File: config.mk
export PLATFORM = sky130hd
export DESIGN_NAME = pwm_phase_channel
export DESIGN_NICKNAME = d
export VERILOG_FILES = /design/src/rtl/pwmch_pkg.sv /design/src/rtl/pwmch_shadow.sv /design/src/rtl/pwmch_window.sv /design/src/rtl/pwmch_prio.sv /design/src/rtl/pwm_phase_channel.sv
export SDC_FILE = /design/constraint.sdc
export NUM_CORES = 1
export LEC_CHECK = 0
export ABC_AREA = 1
export BUFFER_PORTS_ARGS = -buffer_cell sky130_fd_sc_hd__buf_4
export CAP_MARGIN = 15
export CELL_PAD_IN_SITES_DETAIL_PLACEMENT = 1
export CELL_PAD_IN_SITES_GLOBAL_PLACEMENT = 1
export CORE_MARGIN = 2
export CORE_UTILIZATION = 25
export DETAILED_ROUTE_END_ITERATION = 8
export GPL_ROUTABILITY_DRIVEN = 0
export PLACE_DENSITY_LB_ADDON = 0.1
export SYNTH_ARGS = -nofsm -noshare
export SYNTH_HDL_FRONTEND = slang
export SYNTH_HIERARCHICAL = 1
export SYNTH_SLANG_ARGS = --single-unit
File: constraint.sdc
create_clock -name clk_i -period 3.7 [get_ports clk_i]
set_clock_uncertainty 0.1 [all_clocks]
set_input_delay 0.74 -clock clk_i [delete_from_list [all_inputs] [get_ports clk_i]]
set_output_delay 0.74 -clock clk_i [all_outputs]
set_load 0.01 [all_outputs]
File: src/rtl/pwmch_pkg.sv
package pwmch_pkg;
   // Which source decides the pre-inversion level
   typedef enum logic [1:0] {
      SRC_WINDOW  = 2'd0,
      SRC_PIN_LO  = 2'd1,
      SRC_PIN_HI  = 2'd2
   } lvl_src_e;
endpackage

File: src/rtl/pwmch_shadow.sv
module pwmch_shadow #(
   parameter int CNT_W     = 12,
   parameter bit SYNC_LOAD = 1'b1
) (
   input  logic             clk_i,
   input  logic             rst_ni,
   input  logic [CNT_W-1:0] cnt_i,
   input  logic [CNT_W-1:0] rise_i,
   input  logic [CNT_W-1:0] fall_i,
   output logic [CNT_W-1:0] rise_q,
   output logic [CNT_W-1:0] fall_q
);
   localparam logic [CNT_W-1:0] CntLast = '1;

   logic load_en;

   generate
      if (SYNC_LOAD) begin : g_wrap_load
         assign load_en = (cnt_i == CntLast);
      end else begin : g_free_load
         assign load_en = 1'b1;
      end
   endgenerate

   always_ff @(posedge clk_i or negedge rst_ni) begin
      if (!rst_ni) begin
         rise_q <= '0;
         fall_q <= '0;
      end else if (load_en) begin
         rise_q <= rise_i;
         fall_q <= fall_i;
      end
   end

   generate
      if (SYNC_LOAD) begin : g_hold_chk
         // held points only move across the period boundary
         p_hold_midperiod_r8: assert property (@(posedge clk_i) disable iff (!rst_ni)
            (cnt_i != CntLast) |=> ($stable(rise_q) && $stable(fall_q)))
            else $error("held compare points changed mid-period");
      end
   endgenerate
endmodule

File: src/rtl/pwmch_window.sv
module pwmch_window #(
   parameter int CNT_W = 12
) (
   input  logic [CNT_W-1:0] cnt_i,
   input  logic [CNT_W-1:0] rise_i,
   input  logic [CNT_W-1:0] fall_i,
   output logic             hi_o
);
   logic past_rise, before_fall;

   assign past_rise   = (cnt_i >= rise_i);
   assign before_fall = (cnt_i <  fall_i);

   always_comb begin
      if (rise_i < fall_i)      hi_o = past_rise && before_fall;   // plain window
      else if (fall_i < rise_i) hi_o = past_rise || before_fall;   // wraps boundary
      else                      hi_o = 1'b0;                       // zero width
   end
endmodule

File: src/rtl/pwmch_prio.sv
module pwmch_prio
   import pwmch_pkg::*;
(
   input  logic     sleep_i,
   input  logic     force_lo_i,
   input  logic     force_hi_i,
   output lvl_src_e src_o
);
   always_comb begin
      if (sleep_i || force_lo_i) src_o = SRC_PIN_LO;
      else if (force_hi_i)       src_o = SRC_PIN_HI;
      else                       src_o = SRC_WINDOW;
   end
endmodule

File: src/rtl/pwm_phase_channel.sv
module pwm_phase_channel
   import pwmch_pkg::*;
#(
   parameter int CNT_W     = 12,
   parameter bit SYNC_LOAD = 1'b1
) (
   input  logic             clk_i,
   input  logic             rst_ni,
   input  logic [CNT_W-1:0] cnt_i,
   input  logic [CNT_W-1:0] on_cnt_i,
   input  logic [CNT_W-1:0] off_cnt_i,
   input  logic             full_on_i,
   input  logic             full_off_i,
   input  logic             invert_i,
   input  logic             sleep_i,
   output logic             pwm_o
);
   generate
      if (CNT_W < 2 || CNT_W > 16) begin : g_bad_width
         $error("CNT_W must lie in 2..16");
      end
   endgenerate

   logic [CNT_W-1:0] act_rise, act_fall;
   logic             win_hi, level, pwm_d;
   lvl_src_e         src;

   pwmch_shadow #(.CNT_W(CNT_W), .SYNC_LOAD(SYNC_LOAD)) u_shadow (
      .clk_i  (clk_i),
      .rst_ni (rst_ni),
      .cnt_i  (cnt_i),
      .rise_i (on_cnt_i),
      .fall_i (off_cnt_i),
      .rise_q (act_rise),
      .fall_q (act_fall)
   );

   pwmch_window #(.CNT_W(CNT_W)) u_window (
      .cnt_i  (cnt_i),
      .rise_i (act_rise),
      .fall_i (act_fall),
      .hi_o   (win_hi)
   );

   pwmch_prio u_prio (
      .sleep_i    (sleep_i),
      .force_lo_i (full_off_i),
      .force_hi_i (full_on_i),
      .src_o      (src)
   );

   always_comb begin
      unique case (src)
         SRC_PIN_LO: level = 1'b0;
         SRC_PIN_HI: level = 1'b1;
         default:    level = win_hi;
      endcase
      pwm_d = level ^ invert_i;   // inversion after all priority
   end

   always_ff @(posedge clk_i or negedge rst_ni) begin
      if (!rst_ni) pwm_o <= 1'b0;
      else         pwm_o <= pwm_d;
   end

   logic quiet;
   assign quiet = !sleep_i && !full_off_i && !full_on_i;

   p_force_lo_r4: assert property (@(posedge clk_i) disable iff (!rst_ni)
      full_off_i |=> (pwm_o == $past(invert_i)))
      else $error("force-low not honoured");

   p_force_hi_r5: assert property (@(posedge clk_i) disable iff (!rst_ni)
      (full_on_i && !full_off_i && !sleep_i) |=> (pwm_o == !$past(invert_i)))
      else $error("force-high not honoured");

   p_sleep_low_r6: assert property (@(posedge clk_i) disable iff (!rst_ni)
      sleep_i |=> (pwm_o == $past(invert_i)))
      else $error("sleep did not hold inactive level");

   p_equal_low_r3: assert property (@(posedge clk_i) disable iff (!rst_ni)
      (quiet && act_rise == act_fall) |=> (pwm_o == $past(invert_i)))
      else $error("equal points produced a pulse");

   p_rise_edge_r1: assert property (@(posedge clk_i) disable iff (!rst_ni)
      (quiet && act_rise < act_fall && cnt_i == act_rise) |=> (pwm_o == !$past(invert_i)))
      else $error("no high level at rise point");

   p_wrap_head_r2: assert property (@(posedge clk_i) disable iff (!rst_ni)
      (quiet && act_fall < act_rise && cnt_i < act_fall) |=> (pwm_o == !$past(invert_i)))
      else $error("wrapped pulse missing at period start");

   p_fall_low_r10: assert property (@(posedge clk_i) disable iff (!rst_ni)
      (quiet && act_rise != act_fall && cnt_i == act_fall) |=> (pwm_o == $past(invert_i)))
      else $error("level not low at fall point");
endmodule

# == After elaboration in Yosys (flattened, before gate mapping) ==
# Index checks and enable logic that the tools add are counted.
# word_totals
reg_bits,25
inputBits,42
# op_classes
n_mux,5
bitwise_logic,1
order_cmp,4
n_reduce_logical,3
eq_ne,3
# op_table
cell,count
$lt A12 B12 Y1,3
$eq A12 B12 Y1 const B,1
$ge A12 B12 Y1,1
$mux W2,2
$eq A2 B1 Y1 const B,1
$eq A2 B2 Y1 const B,1
$logic_or A1 B1 Y1,2
$mux W1,2
$pmux W1 S2,1
$logic_and A1 B1 Y1,1
$xor A1 B1 Y1,1

# == Longest topological paths before layout ==
# Gate-level depths: netlist of the first run.
# logic_depth
ltp_word,6
ltp_mapped,17

# == Hierarchy ==
# Netlist of the first run, hierarchy kept.
# by_module_without_submodules
module,cells_each,seq_area_each_um2,area_per_inst_um2,n_inst
pwmch_shadow,114,600.6,1067.3,1
pwmch_window,157,0.0,933.4,1
pwm_phase_channel,14,25.0,85.1,1
pwmch_prio,5,0.0,23.8,1

# == Least setup slack after synthesis of the first run ==
# Ideal clock, no wire load.
# synth_timing
kind,input port to flip-flop
start,input cnt_i[11]
end,register pwm_o
setup_ps,117
setup_slack_ps,1704
arrival_ps,1779
path_stages,15
path_buffers,0
path_cell_list,ha_1 -> nand2_1 -> inv_1 -> nand2_1 -> nand2_1 -> a21oi_1 -> nand2_1 -> nand2_1 -> nand2_1 -> nand2_1 -> inv_1 -> inv_1 -> nand2_1 -> nand3_1 -> nand2_1
# synth_via
elab_chain_cells,6
elab_cells_between_ends,8
cone_classes,order compare: 2; mux: 3; bitwise: 1; reduce/logical: 2
# synth_rtl
element,line_no,text
"start, declared",pwm_phase_channel.sv:9,"input logic [CNT_W-1:0] cnt_i,"
$ge A12 B12 Y1 / $lt A12 B12 Y1 (equally long branches),"pwmch_window.sv:11, pwmch_window.sv:12",
$logic_or A1 B1 Y1,pwmch_window.sv:16,else if (fall_i < rise_i) hi_o = past_rise || before_fall;
$mux W1,pwmch_window.sv:16,
$mux W1 *,pwmch_window.sv:15,if (rise_i < fall_i) hi_o = past_rise && before_fall;
named net win_hi,pwm_phase_channel.sv:25,"logic win_hi, level, pwm_d;"
$pmux W1 S2 *,pwm_phase_channel.sv:53,unique case (src)
$xor A1 B1 Y1 *,pwm_phase_channel.sv:58,pwm_d = level ^ invert_i;
named net pwm_d,pwm_phase_channel.sv:25,
"end signal, assigned",pwm_phase_channel.sv:63,else pwm_o <= pwm_d;
"end, declared",pwm_phase_channel.sv:16,output logic pwm_o
# The timed path passes the listed nets; every way through them passes the cells marked *.
# A chain may end at the register's enable or synchronous reset.

# == Worst setup path after layout of the first run ==
# layout_timing
start,register u_shadow.rise_q[7]
end,register pwm_o
# layout_via
elab_chain_cells,6
elab_cells_between_ends,9
cone_classes,order compare: 3; mux: 3; bitwise: 1; reduce/logical: 2
# layout_rtl
element,line_no,text
"start, declared",pwmch_shadow.sv:10,"output logic [CNT_W-1:0] rise_q,"
"start signal, assigned",pwmch_shadow.sv:30,rise_q <= rise_i;
$ge A12 B12 Y1,pwmch_window.sv:11,assign past_rise = (cnt_i >= rise_i);
$logic_or A1 B1 Y1,pwmch_window.sv:16,
$mux W1,pwmch_window.sv:16,
$mux W1 *,pwmch_window.sv:15,
named net win_hi,pwm_phase_channel.sv:25,
$pmux W1 S2 *,pwm_phase_channel.sv:53,
$xor A1 B1 Y1 *,pwm_phase_channel.sv:58,
named net pwm_d,pwm_phase_channel.sv:25,
# Marks and branches as above.

==> results of run 1 <==
==> logic make-up (layout without fill, tap and decap cells) <==
family / after synthesis / count (layout) / synth area share
and+or+nand+nor: 154 / 154 / 0.327
buffers and inverters: 58 / 99 / 0.119
adders and majority gates: 36 / 36 / 0.214
DFF: 25 / 25 / 0.297
AOI/OAI and AO/OA: 17 / 17 / 0.0439
==> sequential cells by signal, indices dropped and copies added, names as in the netlist <==
register	count
pwm_o	1
u_shadow/rise_q	12
u_shadow/fall_q	12
==> per-layer routing <==
metal / up-vias / part of all wire
li1: 1008 / -
met1: 882 / 0.50
met2: 29 / 0.46
met3: 5 / 0.025
met4: 0 / 0.0072
met5: - / 0
==> worst max-delay path: stages (launching register included) <==
cell     delay (ns)
dfrtp_1        0.37
inv_1          0.09
ha_1           0.31
nand2_1        0.08
nor2_1         0.13
nand2_1        0.11
a21oi_1        0.18
nor2_1         0.09
nand2_1        0.08
nand2_1        0.05
nand2_1        0.05
inv_1          0.04
inv_1          0.04
nand2_1        0.04
nand3_1        0.07
nand2_1        0.05
==> path summary, 6_finish.rpt <==
| kind | to | slack (ns) | start |
|---|---|---|---|
| max in group asynchronous | pwm_o$_DFF_PN0_ | 2.98 | rst_ni |
| min reg2reg | u_shadow/rise_q[3]$_DFFE_PN0N_ | 0.38 | u_shadow/rise_q[3]$_DFFE_PN0N_ |
| max reg2reg | pwm_o$_DFF_PN0_ | 1.70 | u_shadow/rise_q[7]$_DFFE_PN0N_ |
| min | u_shadow/rise_q[7]$_DFFE_PN0N_ | 0.26 | rst_ni |
| max | pwm_o$_DFF_PN0_ | 1.70 | u_shadow/rise_q[7]$_DFFE_PN0N_ |
| min in group clk_i | u_shadow/rise_q[3]$_DFFE_PN0N_ | 0.38 | u_shadow/rise_q[3]$_DFFE_PN0N_ |
==> power breakdown <==
part	leakage (nW)	switching, W	internal (W)
Clock	0.0255	0.0000972	0.0000756
Sequential	0.346	0.00000185	0.000276
Combinational	1.03	0.0000659	0.0000580
==> through the flow <==
step | hold WS (ns) | util | worst slack (ns) | power, W
final | 0.259 | 0.312 | 1.70 | 0.000575
after global routing | 0.278 | 0.312 | 1.47 | 0.000611
after CTS | 0.272 | 0.312 | 1.70 | 0.000588
after detailed placement | 0.367 | 0.306 | 1.41 | 0.000411
after global placement | 0.365 | 0.306 | 1.46 | 0.000407
after floorplan | 0.344 | - | 1.70 | 0.000345
==> area by class of cell <==
cell class	instances	area [um2]	area share
sequential	25	626	0.244
tap	105	131	0.0513
clock inverter	1	5.00	0.00195
multi-input combinational	207	1230	0.481
inverter	50	188	0.0732
timing repair buffer	45	338	0.132
clock buffer	3	41.3	0.0161
==> placed cells by master, fill, tap and decap left out <==
cell type	instances
nand3_4	1
o21bai_1	1
nand2_2	1
nand4_1	25
clkinv_2	1
inv_1	50
nand3_1	5
nor2_4	3
o21ai_0	1
a21boi_0	1
ha_1	36
a21oi_1	13
nor2_1	8
a21o_1	1
clkbuf_8	3
buf_4	45
nand2_1	109
nor2_2	2
dfrtp_1	25
==> run_results.csv, run 1 <==
group,metric,value,unit
run_status,status,"finished, final reports clean",
drt,vias,1924,
cells_and_area,nFillCells,1038,
floorplanning,dieArea,9190,um2
drt,drtPass1Iterations,4,
synth,dominantRegCellSynth,"dfrtp_1",
synth,synth_common_cells,"109 x nand2_1, 50 x inv_1, 36 x ha_1, 25 x dfrtp_1, 25 x nand4_1",
synth,syn_inst,290,
floorplanning,die_w,95.9,um
timing,max_freq,500,MHz
placement,hpwlAfterDp,4780,um
critical_path,cp.arrival,2.07,ns
global_route,grt_use_total,0.137,
cts,clk_path_buf_depth,2,
cells_and_area,synthToLayoutAreaGrowth,21.5,%
cts,postCtsHoldBufs,0,
floorplanning,core_area,8220,um2
timing,worstMarginPinSlew,0.352,ns
critical_path,crit_required,3.77,ns
critical_path,r2r_cells,15,
synth,ys_types,19,
critical_path,cp-end-kind,"flop",
global_route,grtUsageMet1,0.190,
synth,synth_edf_count,0,
cts,cts_root_buf,"clkbuf_8",
synth,async_flop_share,1.00,
cts,clkSlewWorstSetupHoldPaths,0.10,ns
synth,yosysMostFrequentCell,"nand2_1",
global_route,grt_pass1_wl,9700,um
cts,cts_tree,"yes",
cells_and_area,layout-drive-gt1-share,0.169,
cts,insertion_delay,0.27,ns
placement,placed_area,2520,um2
cells_and_area,num_antenna_cells,0,
cells_and_area,fin_area,2560,um2
cts,cts_resized,0,
timing,fin_crit,2.00,ns
synth,ys_ff_latch,25,
drt,vias_per_cell,4.41,
synth,netlist_area,2110,um2
cells_and_area,layout.nets,410,
synth,ys.warnings.count,6,
timing,slew_violations,0,
power,pwr_density_cell,224,nW/um2
run,maxCapViolations,0,
timing,setup-violations-final,0,
cts,numClockSinks,25,
timing,rsz0062_at_grt,"no",
synth,ys_seq_area_frac,0.297,
floorplanning,ios,43,
global_route,grt-busiest-layer,"met2",
drt,wire_per_inst,13.4,um
cts,htreeDepth,1,
timing,maxSlewHeadroom,0.766,
critical_path,crit_path_start_kind,"flop",
hold_path,hold_path_class,"input port to async pin",
drt,drt-initial-drc-count,29,
global_route,grt_max_degree,26,
global_route,met3_usage,0.0149,
synth,syn_area_per_cell,7.27,um2
global_route,grt-ovfl-total,0,
timing,hold_viol_final,0,
placement,port_buffers,42,
synth,yosysTopAreaCellShare,0.297,
floorplanning,rows,33,
synth,yosys.area.top_type,"dfrtp_1",
critical_path,worstPathMaxFanout,2,
cts,cts_setup_buffers,0,
synth,synthTopCellsByArea,"dfrtp_1 30%, ha_1 21%, nand2_1 19%, inv_1 8.9%, nand4_1 7.4%",
floorplanning,die_h,95.9,um
synth,syn-num-nets,368,
drt,wl,5840,um
drt,drc,0,
critical_path,critical_path_class,"flop to flop",
global_route,grt_pass1_vias,2071,
placement,placed_cells,432,
cts,cts_buffers,3,
timing,fin_crit_sh,0.540,
cells_and_area,fin_cells,436,
timing,tns,0,ns
power,leakagePower,1.41,nW
power,peakVddDrop,0.112,mV
drt,ant_nets,0,
global_route,grt.met2_usage,0.234,
global_route,antenna_found_initial,0,
floorplanning,initial_core_util,0.257,
Power figures use the tool's default switching activity.
==> inputs of run 2 (changes only) <==
ABC_AREA = 0   (was 1)
clock period = 1.63 ns   (was 3.7 ns; I/O delays follow)
==> run_results.csv, run 2 <==
group,metric,value,unit
floorplanning,die_w,89.6,um
global_route,grt_max_degree,26,
power,leakagePower,1.23,nW
floorplanning,die_h,89.6,um
synth,synthTopCellsByArea,"dfrtp_1 34%, ha_1 25%, mux2_2 14%, inv_1 5.1%, a21oi_1 3.3%",
critical_path,r2r_cells,9,
drt,wire_per_inst,14.8,um
drt,drtPass1Iterations,4,
placement,placed_cells,326,
synth,yosys.area.top_type,"dfrtp_1",
synth,synth_fa_ha_area_frac,0.246,
power,p_sw,0.000331,W
power,clkPwrFrac,0.296,
drt,ant_nets,0,
power,finalPower,0.00129,W
cts,clk_path_buf_depth,2,
drt,wl,4940,um
cts,cts_root_buf,"clkbuf_8",
global_route,grt_pass1_wl,7760,um
hold_path,worstHoldPathCells,2,
floorplanning,dieArea,8020,um2
global_route,grt-ovfl-total,0,
critical_path,r2r_setup_slack,-0.42,ns
timing,fin_crit_sh,1.26,
global_route,grt_pass1_vias,1637,
floorplanning,initial_core_util,0.255,
cts,clkSlewWorstSetupHoldPaths,0.09,ns
global_route,grt_use_total,0.128,
drt,vias_per_cell,4.57,
power,peakVddDrop,0.272,mV
synth,netlist_area,1830,um2
cells_and_area,mostFrequentLayoutCells,"59 x buf_4, 33 x ha_1, 25 x dfrtp_1",
synth,synth_edf_count,0,
synth,dominantRegCellSynth,"dfrtp_1",
critical_path,crit_required,1.69,ns
synth,syn-num-nets,250,
placement,dp_slack,-0.445,ns
critical_path,cp-end-kind,"flop",
synth,ys_seq_area_frac,0.342,
timing,slew_violations,0,
synth,async_flop_share,1.00,
timing,hold_viol_final,0,
critical_path,crit_start,"u_shadow/fall_q[1]$_DFFE_PN0N_",
critical_path,critical_path_class,"flop to flop",
critical_path,crit_path_start_kind,"flop",
synth,synth_top_family_by_area,"adder cells",
drt,vias,1526,
floorplanning,core_area,7180,um2
cells_and_area,layout-drive-gt1-share,0.434,
timing,tns,-0.418,ns
timing,worstMarginPinSlew,0.351,ns
cells_and_area,fin_cells,334,
cells_and_area,top_regs,"u_shadow/fall_q: 12 flops, u_shadow/rise_q: 12 flops, pwm_o: 1 flops",
cells_and_area,final_core_util,0.352,
cts,cts_buffers,3,
synth,syn_inst,172,
synth,ys.warnings.count,6,
power,power_frac_seq,0.490,
drt,drc,0,
synth,ys_types,27,
cells_and_area,synthToLayoutAreaGrowth,38.1,%
synth,syn_area_per_cell,10.6,um2
floorplanning,ios,43,
synth,yosysTopAreaCellShare,0.342,
critical_path,worstPathMaxFanout,2,
drt,drt-initial-drc-count,24,
cts,htreeDepth,1,
timing,fin_crit,2.05,ns
global_route,antenna_found_initial,0,
cts,cts_tree,"yes",
run_status,failed_checks,"negative setup slack",
synth,synthXorXnorAreaFrac,0.00478,
placement,port_buffers,42,
hold_path,hold_path_class,"input port to flop",
synth,ys_ff_latch,25,
synth,synth_common_cells,"36 x ha_1, 25 x dfrtp_1, 25 x inv_1, 23 x mux2_2, 12 x a21oi_1",
floorplanning,rows,31,
critical_path,cp.arrival,2.11,ns
cells_and_area,num_antenna_cells,0,
timing,maxSlewHeadroom,0.766,
run,maxCapViolations,0,
synth,synth_mux_area_frac,0.153,
hold_path,whs_endpoint,"pwm_o$_DFF_PN0_",
timing,final.setup.worst_slack,-0.418,ns
power,power_frac_comb,0.214,
cts,insertion_delay,0.27,ns
run_status,status,"complete, but fails checks",
power,p_int,0.000957,W
cells_and_area,layout_commonest_cell,"buf_4",
power,switching_share,0.257,
timing,setup-violations-final,1,
synth,synthSimpleGateAreaFrac,0.0936,
synth,synth_compound_area_frac,0.0971,
critical_path,rr_startpoint,"u_shadow/fall_q[1]$_DFFE_PN0N_",
timing,rsz0062_at_grt,"yes",
timing,max_freq,488,MHz
synth,yosysMostFrequentCell,"ha_1",
cts,numClockSinks,25,
power,pwr_density_cell,509,nW/um2
placement,hpwlAfterDp,4040,um
critical_path,r2r_end,"pwm_o$_DFF_PN0_",
cells_and_area,layout.nets,314,
hold_path,min_from,"invert_i",
run 2: timing repair:
action                                  in CTS  in global routing
buffers inserted                             0                  3
hold buffers                                 1                  0
pin swaps                                    3                 12
endpoints found under the setup margin       1                  1
cloned                                       0                  0
hold endpoints to repair                    25                  0
resized for setup                            1                 19
run 2: metal layers:
| metal | track usage | routed length [um] | up-vias |
|---|---|---|---|
| met2 | 0.223 | 2390 | 35 |
| met4 | 0.0448 | 85 | 0 |
| li1 | - | - | 741 |
| met1 | 0.160 | 2240 | 743 |
| met5 | 0 | 0 | - |
| met3 | 0.0229 | 225 | 7 |
run 2: cells by family (layout without fill, tap and decap cells):
| family | after synthesis | in the layout |
|---|---|---|
| AOI/OAI and AO/OA | 28 | 28 |
| xor gates and xnor gates | 1 | 1 |
| adders and majority gates | 36 | 36 |
| buffers and inverters | 27 | 90 |
| DFF | 25 | 25 |
| muxes | 25 | 25 |
| and+or+nand+nor | 30 | 30 |
run 2: critical path, stage by stage, from the launching register on:
cell,delay [ns]
dfrtp_1,0.37
inv_1,0.05
ha_1,0.27
a21o_1,0.17
a211o_1,0.33
a211oi_2,0.23
o211ai_1,0.12
nand2_1,0.09
mux2i_1,0.08
xnor2_1,0.13
run 2: worst max-delay path by stage:
stage / to / depth (start not counted)
finish: pwm_o$_DFF_PN0_ / 9
global route: pwm_o$_DFF_PN0_ / 10
CTS: pwm_o$_DFF_PN0_ / 9
global placement: pwm_o$_DFF_PN0_ / 10
detailed placement: pwm_o$_DFF_PN0_ / 9
floorplan: pwm_o$_DFF_PN0_ / 9
run 2: final cells by class:
type | instances | area, um2
well taps | 99 | 124
fillers | 823 | 4650
inverters | 25 | 93.8
clock buffers | 4 | 45.0
repair buffers | 61 | 464
flip-flops and latches | 25 | 626
multi-input cells | 120 | 1180
run 2: through the flow:
step / hold WS (ns) / area (um2)
finish: 0.121 / 2530
global route: 0.110 / 2530
CTS: 0.115 / 2420
detailed placement: 0.164 / 2360
global placement: 0.157 / 2360
floorplan: -0.0696 / 1830
run 2: power by group through the flow:
stage	Sequential (W)	Combinational [W]	Clock [W]
floorplan	0.000644	0.0000954	0
global placement	0.000644	0.000243	0
detailed placement	0.000644	0.000252	0
CTS	0.000632	0.000257	0.000409
global route	0.000633	0.000308	0.000431
finish	0.000632	0.000275	0.000381
==> inputs of run 3 (changes only) <==
CELL_PAD_IN_SITES_DETAIL_PLACEMENT = not set   (was 1)
CELL_PAD_IN_SITES_GLOBAL_PLACEMENT = not set   (was 1)
CTS_CLUSTER_SIZE = 28   (was not set)
PLACE_DENSITY_LB_ADDON = not set   (was 0.1)
SLEW_MARGIN = 20   (was not set)
==> run_results.csv, run 3 (synthesis results as in run 2) <==
group,metric,value,unit
run_status,status,"complete, but fails checks",
run_status,failed_checks,"negative setup slack",
cts,numClockSinks,25,
drt,vias_per_cell,4.32,
floorplanning,core_area,7180,um2
timing,worstMarginPinSlew,0.328,ns
timing,hold_viol_final,0,
floorplanning,dieArea,8020,um2
timing,maxSlewHeadroom,0.781,
placement,port_buffers,42,
timing,fin_crit,2.01,ns
placement,hpwlAfterDp,3620,um
hold_path,min_from,"invert_i",
floorplanning,rows,31,
cts,htreeDepth,1,
drt,vias,1507,
critical_path,worstPathMaxFanout,2,
floorplanning,initial_core_util,0.255,
critical_path,critical_path_class,"flop to flop",
drt,wire_per_inst,12.6,um
cells_and_area,num_antenna_cells,0,
drt,ant_nets,0,
cells_and_area,mostFrequentLayoutCells,"75 x buf_4, 34 x ha_1, 25 x dfrtp_1",
power,peakVddDrop,0.340,mV
critical_path,crit_required,1.70,ns
cells_and_area,nFillCells,728,
cells_and_area,synthToLayoutAreaGrowth,42.4,%
cts,clk_path_buf_depth,2,
hold_path,hold_path_class,"input port to flop",
drt,drt-initial-drc-count,42,
timing,max_freq,497,MHz
floorplanning,ios,43,
cts,cts_tree,"yes",
global_route,grt_use_total,0.117,
timing,fin_crit_sh,1.24,
cells_and_area,multi_input_area,1140,um2
cts,cts_root_buf,"clkbuf_8",
critical_path,crit_path_start_kind,"flop",
cts,clkSlewWorstSetupHoldPaths,0.09,ns
cells_and_area,layout-drive-gt1-share,0.460,
drt,drc,0,
cells_and_area,final_core_util,0.363,
floorplanning,die_h,89.6,um
global_route,grt_max_degree,26,
global_route,antenna_found_initial,0,
floorplanning,die_w,89.6,um
cts,cts_buffers,3,
cells_and_area,top_regs,"u_shadow/fall_q: 12 flops, u_shadow/rise_q: 12 flops, pwm_o: 1 flops",
timing,setup-violations-final,1,
timing,final.setup.worst_slack,-0.384,ns
critical_path,rr_startpoint,"u_shadow/rise_q[5]$_DFFE_PN0N_",
timing,rsz0062_at_grt,"yes",
timing,slew_violations,0,
global_route,grt-ovfl-total,0,
cells_and_area,final-seq-area,626,um2
global_route,grt_pass1_wl,7190,um
run,maxCapViolations,0,
cells_and_area,layout_commonest_cell,"buf_4",
cts,insertion_delay,0.27,ns
critical_path,cp-end-kind,"flop",
power,finalPower,0.00128,W
critical_path,crit_start,"u_shadow/rise_q[5]$_DFFE_PN0N_",
drt,drtPass1Iterations,4,
power,leakagePower,1.29,nW
critical_path,cp.arrival,2.08,ns
cells_and_area,layout.nets,329,
global_route,grt_pass1_vias,1642,
power,pwr_density_cell,491,nW/um2
drt,wl,4390,um
==> run 3: final timing paths <==
path	slack [ns]	depth (start not counted)	endpoint
max	-0.38	10	pwm_o$_DFF_PN0_
min	0.13	2	pwm_o$_DFF_PN0_
max reg2reg	-0.38	10	pwm_o$_DFF_PN0_
min reg2reg	0.41	1	u_shadow/rise_q[6]$_DFFE_PN0N_
max in group asynchronous	0.78	2	u_shadow/fall_q[6]$_DFFE_PN0N_
min in group asynchronous	0.41	2	u_shadow/rise_q[2]$_DFFE_PN0N_
==> run 3: layout make-up <==
cell class,instances,area share
Clock inverter,1,0.00192
Inverter,25,0.0360
Timing Repair Buffer,76,0.220
Tap cell,99,0.0475
Sequential cell,25,0.240
Multi-Input combinational cell,120,0.439
Clock buffer,3,0.0158
==> run 3: what timing repair did <==
| item | in CTS | in global routing |
|---|---|---|
| hold endpoints to repair | 25 | 0 |
| endpoints found under the setup margin | 1 | 1 |
| pin swaps | 2 | 6 |
| buffers inserted | 0 | 0 |
| gates resized for setup | 1 | 12 |
| hold buffers | 1 | 0 |
==> run 3: power breakdown <==
part	total, W	switching (W)	internal, W
registers	0.000631	0.00000416	0.000627
logic	0.000275	0.000118	0.000157
clock network	0.000373	0.000202	0.000171
total	0.00128	0.000324	0.000956
==> run 3: per-layer routing <==
layer	wire length, um	track usage	share of wire	up-vias
met3	241	0.0183	0.055	4
met2	2010	0.192	0.46	37
met4	56	0.0366	0.013	0
met5	0	0	0	-
li1	-	-	-	773
met1	2090	0.157	0.48	693
==> run 3: metrics by stage <==
step                      hold WS [ns]  setup TNS [ns]  std cells  area [um2]  setup WS (ns)
after floorplan                -0.0696          -0.210        172        1830         -0.210
after global placement           0.154           -2.17        344        2490         -0.411
after detailed placement         0.160           -2.14        344        2490         -0.413
after CTS                        0.114          -0.403        349        2560         -0.403
after global routing             0.133          -0.564        349        2610         -0.564
final                            0.131          -0.384        349        2610         -0.384
==> run 3: worst max-delay path: stages (launching register included) <==
cell and delay, ns:
dfrtp_1 0.35, inv_1 0.06, ha_1 0.31, a21o_1 0.16, nand3_1 0.07, a21oi_1 0.09
a2111oi_2 0.37, o21ai_1 0.12, nand2_1 0.08, mux2i_1 0.08, xnor2_1 0.12
